File: src/rtl/mac_pkg.sv
package mac_pkg;
  typedef struct packed {
    logic sub;
    logic load;
    logic a_sgn;
    logic b_sgn;
  } mac_ctl_t;
  localparam int CTL_W = $bits(mac_ctl_t);
endpackage

File: src/rtl/mac_rst_sync.sv
module mac_rst_sync (
  input  logic clk,
  input  logic rst_n,
  output logic arst_n
);
  logic [1:0] sync_q;

  always_ff @(posedge clk or negedge rst_n) begin
    if (!rst_n) sync_q <= '0;
    else        sync_q <= {sync_q[0], 1'b1};
  end

  assign arst_n = sync_q[1];
endmodule

File: src/rtl/mac_delay.sv
module mac_delay #(
  parameter int W      = 1,
  parameter int STAGES = 1
) (
  input  logic         clk,
  input  logic         arst_n,
  input  logic         ce,
  input  logic [W-1:0] d,
  output logic [W-1:0] q
);
  generate
    if (STAGES == 0) begin : g_bypass
      assign q = d;
    end else begin : g_pipe
      logic [W-1:0] stg_q [STAGES];
      always_ff @(posedge clk or negedge arst_n) begin
        if (!arst_n) begin
          for (int i = 0; i < STAGES; i++) stg_q[i] <= '0;
        end else if (ce) begin
          stg_q[0] <= d;
          for (int i = 1; i < STAGES; i++) stg_q[i] <= stg_q[i-1];
        end
      end
      assign q = stg_q[STAGES-1];
    end
  endgenerate
endmodule

File: src/rtl/mac_mult.sv
module mac_mult #(
  parameter int A_W = 18,
  parameter int B_W = 18,
  localparam int PROD_W = A_W + B_W
) (
  input  logic [A_W-1:0]    a,
  input  logic [B_W-1:0]    b,
  input  logic              a_sgn,
  input  logic              b_sgn,
  output logic [PROD_W-1:0] prod
);
  logic signed [A_W:0]        a_x;
  logic signed [B_W:0]        b_x;
  logic signed [PROD_W+1:0]   full;

  always_comb begin
    a_x  = {a_sgn & a[A_W-1], a};
    b_x  = {b_sgn & b[B_W-1], b};
    full = a_x * b_x;
    prod = full[PROD_W-1:0];
  end
endmodule

File: src/rtl/mac_accum.sv
module mac_accum #(
  parameter int PROD_W  = 36,
  parameter int GUARD_W = 16,
  localparam int ACC_W  = PROD_W + GUARD_W
) (
  input  logic              clk,
  input  logic              arst_n,
  input  logic              ce,
  input  logic [PROD_W-1:0] prod,
  input  logic              signed_mode,
  input  logic              sub,
  input  logic              load,
  output logic [ACC_W-1:0]  acc_out,
  output logic              ovf
);
  logic [ACC_W-1:0] acc_q, acc_d, p_ext;
  logic             ovf_q, ovf_d, ovf_now;
  logic [ACC_W:0]   res;
  logic             m_acc, m_p, m_res;

  always_comb begin
    p_ext = {{GUARD_W{signed_mode & prod[PROD_W-1]}}, prod};
    if (sub) res = {1'b0, acc_q} - {1'b0, p_ext};
    else     res = {1'b0, acc_q} + {1'b0, p_ext};
    m_acc = acc_q[ACC_W-1];
    m_p   = p_ext[ACC_W-1];
    m_res = res[ACC_W-1];
    if (signed_mode) ovf_now = (sub ? (m_acc != m_p) : (m_acc == m_p)) && (m_res != m_acc);
    else             ovf_now = res[ACC_W];
    if (load) begin
      acc_d = p_ext;
      ovf_d = 1'b0;
    end else begin
      acc_d = res[ACC_W-1:0];
      ovf_d = ovf_q | ovf_now;
    end
  end

  always_ff @(posedge clk or negedge arst_n) begin
    if (!arst_n) begin
      acc_q <= '0;
      ovf_q <= 1'b0;
    end else if (ce) begin
      acc_q <= acc_d;
      ovf_q <= ovf_d;
    end
  end

  assign acc_out = acc_q;
  assign ovf     = ovf_q;
endmodule

File: src/rtl/mac_unit.sv
module mac_unit
  import mac_pkg::*;
#(
  parameter int A_W         = 18,
  parameter int B_W         = 18,
  parameter int GUARD_W     = 16,
  parameter int SIGN_STAGES = 1,
  parameter int CTRL_STAGES = 1,
  localparam int PROD_W     = A_W + B_W,
  localparam int ACC_W      = PROD_W + GUARD_W
) (
  input  logic             clk,
  input  logic             rst_n,
  input  logic             ce,
  input  logic [A_W-1:0]   a_in,
  input  logic [B_W-1:0]   b_in,
  input  logic             a_signed,
  input  logic             b_signed,
  input  logic             sub_mode,
  input  logic             load,
  output logic [ACC_W-1:0] acc_out,
  output logic             ovf,
  output logic [A_W-1:0]   a_chain,
  output logic [B_W-1:0]   b_chain
);
  logic              arst_n;
  logic [A_W-1:0]    a_q;
  logic [B_W-1:0]    b_q;
  logic [1:0]        sgn_m;
  mac_ctl_t          ctl_in, ctl_d;
  logic [CTL_W-1:0]  ctl_vec;
  logic [PROD_W-1:0] prod;
  logic              ld_eff;

  mac_rst_sync u_rst (.clk(clk), .rst_n(rst_n), .arst_n(arst_n));

  always_ff @(posedge clk or negedge arst_n) begin
    if (!arst_n) begin
      a_q <= '0;
      b_q <= '0;
    end else if (ce) begin
      a_q <= a_in;
      b_q <= b_in;
    end
  end

  assign ctl_in = '{sub: sub_mode, load: load, a_sgn: a_signed, b_sgn: b_signed};

  mac_delay #(.W(2), .STAGES(SIGN_STAGES)) u_sgn_dly (
    .clk(clk), .arst_n(arst_n), .ce(ce),
    .d({a_signed, b_signed}), .q(sgn_m)
  );

  mac_delay #(.W(CTL_W), .STAGES(CTRL_STAGES)) u_ctl_dly (
    .clk(clk), .arst_n(arst_n), .ce(ce),
    .d(ctl_in), .q(ctl_vec)
  );

  assign ctl_d  = mac_ctl_t'(ctl_vec);
  assign ld_eff = ctl_d.load;

  mac_mult #(.A_W(A_W), .B_W(B_W)) u_mult (
    .a(a_q), .b(b_q), .a_sgn(sgn_m[1]), .b_sgn(sgn_m[0]), .prod(prod)
  );

  mac_accum #(.PROD_W(PROD_W), .GUARD_W(GUARD_W)) u_acc (
    .clk(clk), .arst_n(arst_n), .ce(ce), .prod(prod),
    .signed_mode(ctl_d.a_sgn | ctl_d.b_sgn),
    .sub(ctl_d.sub), .load(ctl_d.load),
    .acc_out(acc_out), .ovf(ovf)
  );

  assign a_chain = a_q;
  assign b_chain = b_q;
endmodule

File: config.mk
export PLATFORM = sky130hd
export DESIGN_NAME = mac_unit
export DESIGN_NICKNAME = d
export VERILOG_FILES = /design/src/rtl/mac_pkg.sv /design/src/rtl/mac_rst_sync.sv /design/src/rtl/mac_delay.sv /design/src/rtl/mac_mult.sv /design/src/rtl/mac_accum.sv /design/src/rtl/mac_unit.sv
export SDC_FILE = /design/constraint.sdc
export NUM_CORES = 1
export LEC_CHECK = 0
export ABC_CLOCK_PERIOD_IN_PS = 3360
export CORE_MARGIN = 2
export CORE_UTILIZATION = 60
export DETAILED_ROUTE_END_ITERATION = 6
export DONT_BUFFER_PORTS = 1
export PLACE_DENSITY_LB_ADDON = 0.2
export SYNTH_ARGS = -nofsm -noshare
export SYNTH_HDL_FRONTEND = slang
export SYNTH_HIERARCHICAL = 1
export SYNTH_SLANG_ARGS = --single-unit
File: constraint.sdc
create_clock -name clk -period 3.36 [get_ports clk]
set_input_delay 0.168 -clock clk [delete_from_list [all_inputs] [get_ports clk]]
set_output_delay 0.168 -clock clk [all_outputs]
set_load 0.03 [all_outputs]
==> flow_summary_export.csv <==
group,metric,value,unit
sta,skew,0.0265,ns
global_route,grt_use_met3,0.0760,
global_route,grt_pass1_vias,20500,
yosys,synth_area_per_cell,8.81,um2
setup_path,slowest_delay,0.71,ns
placed_design,gp_congestion,0.932,
global_route,overflow,0,
final_layout,drive_gt1_frac,0.351,
routing,via_count,20200,
die,rows,69,
sta,period_needed,10.0,ns
setup_path,critical_path_class,"reg -> reg",
sta,finalSetupViolCount,51,
yosys,synthArstFlopShare,1.00,
global_route,busiest_layer,"met2",
status,status,"finished with violations",
final_layout,post-route-cell-area,28900,um2
setup_path,endpoint_kind,"flip-flop",
sta,max_freq,0.100,GHz
global_route,grt_antenna_before_repair,6,
yosys,synth_top_area_frac,0.333,
cts,clockBufferDepth,2,
sta,hold_viol,0,
global_route,grt_pass1_wl,109000,um
yosys,ys_seq_area_frac,0.114,
die,die_h,193,um
placed_design,portBuffers,0,
setup_path,cp_max_fo,8,
cts,clock_latency,0.39,ns
sta,fin_tns_setup,-269.15,ns
min_path,hold_class,"in -> reg",
flow_run,cap_violations,0,
yosys,synth_seq_cells,97,
routing,wl_per_cell,22.4,um
routing,route.detailed.drc,0,
global_route,grt_use_met2,0.626,
setup_path,cp.arrival,10.25,ns
die,die_area,37200,um2
yosys,syn_nets,2987,
sta,rsz0062_at_grt,"yes",
yosys,synth-edff-count,0,
placed_design,place_area,25900,um2
routing,via_per_inst,5.93,
routing,ant_nets,0,
routing,firstDrtPassIters,6,
yosys,synth_cell_type_count,91,
status,violations,"setup timing",
global_route,grt_max_degree,67,
placed_design,dp.final_hpwl,52100,um
sta,relSlewSlack,0.464,
final_layout,nNetsFinal,3505,
routing,drtIter0Drc,1849,
die,core,35300,um2
global_route,use_met1,0.504,
setup_path,cp.required,3.61,ns
final_layout,nFillCells,2003,
yosys,synth_area,21400,um2
final_layout,final_common_cell,"buf_4",
die,ios,132,
yosys,synth_top_cell_by_area,"fa_1",
cts,clockRootBuffer,"clkbuf_16",
yosys,syn_inst,2427,
setup_path,slowest_stage,"fa_1",
yosys,ys_warn_count,6,
placed_design,pre_cts_ws,-6.16,ns
cts,cts_inserted_buffers,9,
yosys,synth_ff_type,"dfrtp_1",
sta,drv_slew,0,
cts,clock_sinks,97,
setup_path,critPathLaunchType,"flip-flop",
routing,drt-total-wl,76300,um
cts,htree_levels,3,
global_route,track_usage,0.382,
die,die_x,193,um
die,start_util,0.605,
sta,tightest_slew,0.803,ns
final_layout,final_cell_mix,"buf_4 (504), inv_1 (388), fa_1 (336)",
sta,worst_slack,-6.64,ns
cts,path_clk_slew,0.10,ns
yosys,synth_area_leaders,"fa_1 (33%), dfrtp_1 (11%), ha_1 (9.4%), inv_1 (7.3%), nand2_1 (5.0%)",
sta,period_share,2.98,
final_layout,area_growth,35.2,%
cts,cts_tree,"yes",
[per-layer routing]
| layer | up-vias | share of wire |
|---|---|---|
| met2 | 1174 | 0.46 |
| li1 | 8703 | - |
| met4 | 4 | 0.061 |
| met1 | 9951 | 0.38 |
| met5 | - | 0.00039 |
| met3 | 390 | 0.10 |
[repair_timing]
| action | 4_1_cts | 5_1_grt |
|---|---|---|
| cloned | 0 | 1 |
| hold buffers | 43 | 1 |
| endpoints found under the setup margin | 50 | 51 |
| endpoints found under the hold margin | 85 | 4 |
| pin swaps | 102 | 132 |
| setup buffers | 45 | 45 |
| resized for setup | 162 | 191 |
[area by class of cell]
cell class	count	area (um2)	area share
diodes	1	2.50	0.0000866
clock buffers	10	229	0.00792
clock inverters	6	113	0.00390
inverters	418	1570	0.0545
multi-input cells	1792	18700	0.648
flip-flops and latches	97	2470	0.0856
well taps	461	577	0.0200
repair buffers	627	5210	0.180
[registers in the layout, indices dropped and copies added, names as in the netlist]
name	flops
u_ctl_dly/q	4
b_chain	18
u_acc/ovf	1
u_rst/sync_q	2
a_chain	18
u_sgn_dly/q	2
u_acc/acc_out	52
[cells in the mapped netlist (24+ instances only)]
cell type  instances
xor2_1            30
fa_1             356
and2_1           146
a21oi_1          159
nor2_1           130
xnor2_1           85
nand2_1          282
clkbuf_1         110
a21o_1            34
dfrtp_1           97
inv_1            417
o21ai_0           66
nand3_1           24
ha_1             161
mux2_4            31
[metrics by stage]
stage,util,std cells,hold slack (ns)
global route,0.818,3411,-0.0120
floorplan,-,2427,-0.128
global placement,0.734,3265,-0.128
detailed placement,0.734,3265,-0.128
CTS,0.788,3367,0.00582
finish,0.818,3412,0.0165
[kinds of logic (layout without fill, tap and decap cells)]
group,Yosys count,in the layout,synth area share
AND/OR/NAND/NOR,712,712,0.163
buffers and inverters,538,1061,0.0986
adder cells (fa/ha/maj),517,517,0.428
AO/OA/AOI/OAI,384,384,0.112
XOR/XNOR,115,115,0.0471
flip-flops,97,97,0.114
multiplexers,63,63,0.0375
other,1,2,0.000175
[critical path, delay by kind of cell, from the launching register on]
| family | cells | cell delay [ns] |
|---|---|---|
| AND/OR/NAND/NOR | 10 | 2.62 |
| buffers and inverters | 8 | 1.02 |
| AO/OA/AOI/OAI | 9 | 1.67 |
| XOR/XNOR | 3 | 0.36 |
| flip-flops | 1 | 0.46 |
| adder cells (fa/ha/maj) | 9 | 3.75 |
[final timing paths]
path	cells past startpoint	from	slack, ns	to
setup / recovery	39	b_chain[4]$_DFFE_PN0P_	-6.64	u_acc/acc_out[44]$_DFFE_PN0P_
hold / removal	2	ce	0.02	u_acc/acc_out[22]$_DFFE_PN0P_
setup reg to reg	39	b_chain[4]$_DFFE_PN0P_	-6.64	u_acc/acc_out[44]$_DFFE_PN0P_
hold reg to reg	0	u_rst/sync_q[1]$_DFF_PN0_	0.30	b_chain[11]$_DFFE_PN0P_
max in group asynchronous	1	u_rst/sync_q[1]$_DFF_PN0_	2.10	b_chain[17]$_DFFE_PN0P_
min in group asynchronous	1	rst_n	0.03	u_rst/sync_q[0]$_DFF_PN0_
Power is not shown: default switching activity piles up to over one toggle a cycle in this logic, so the estimate is an artifact.
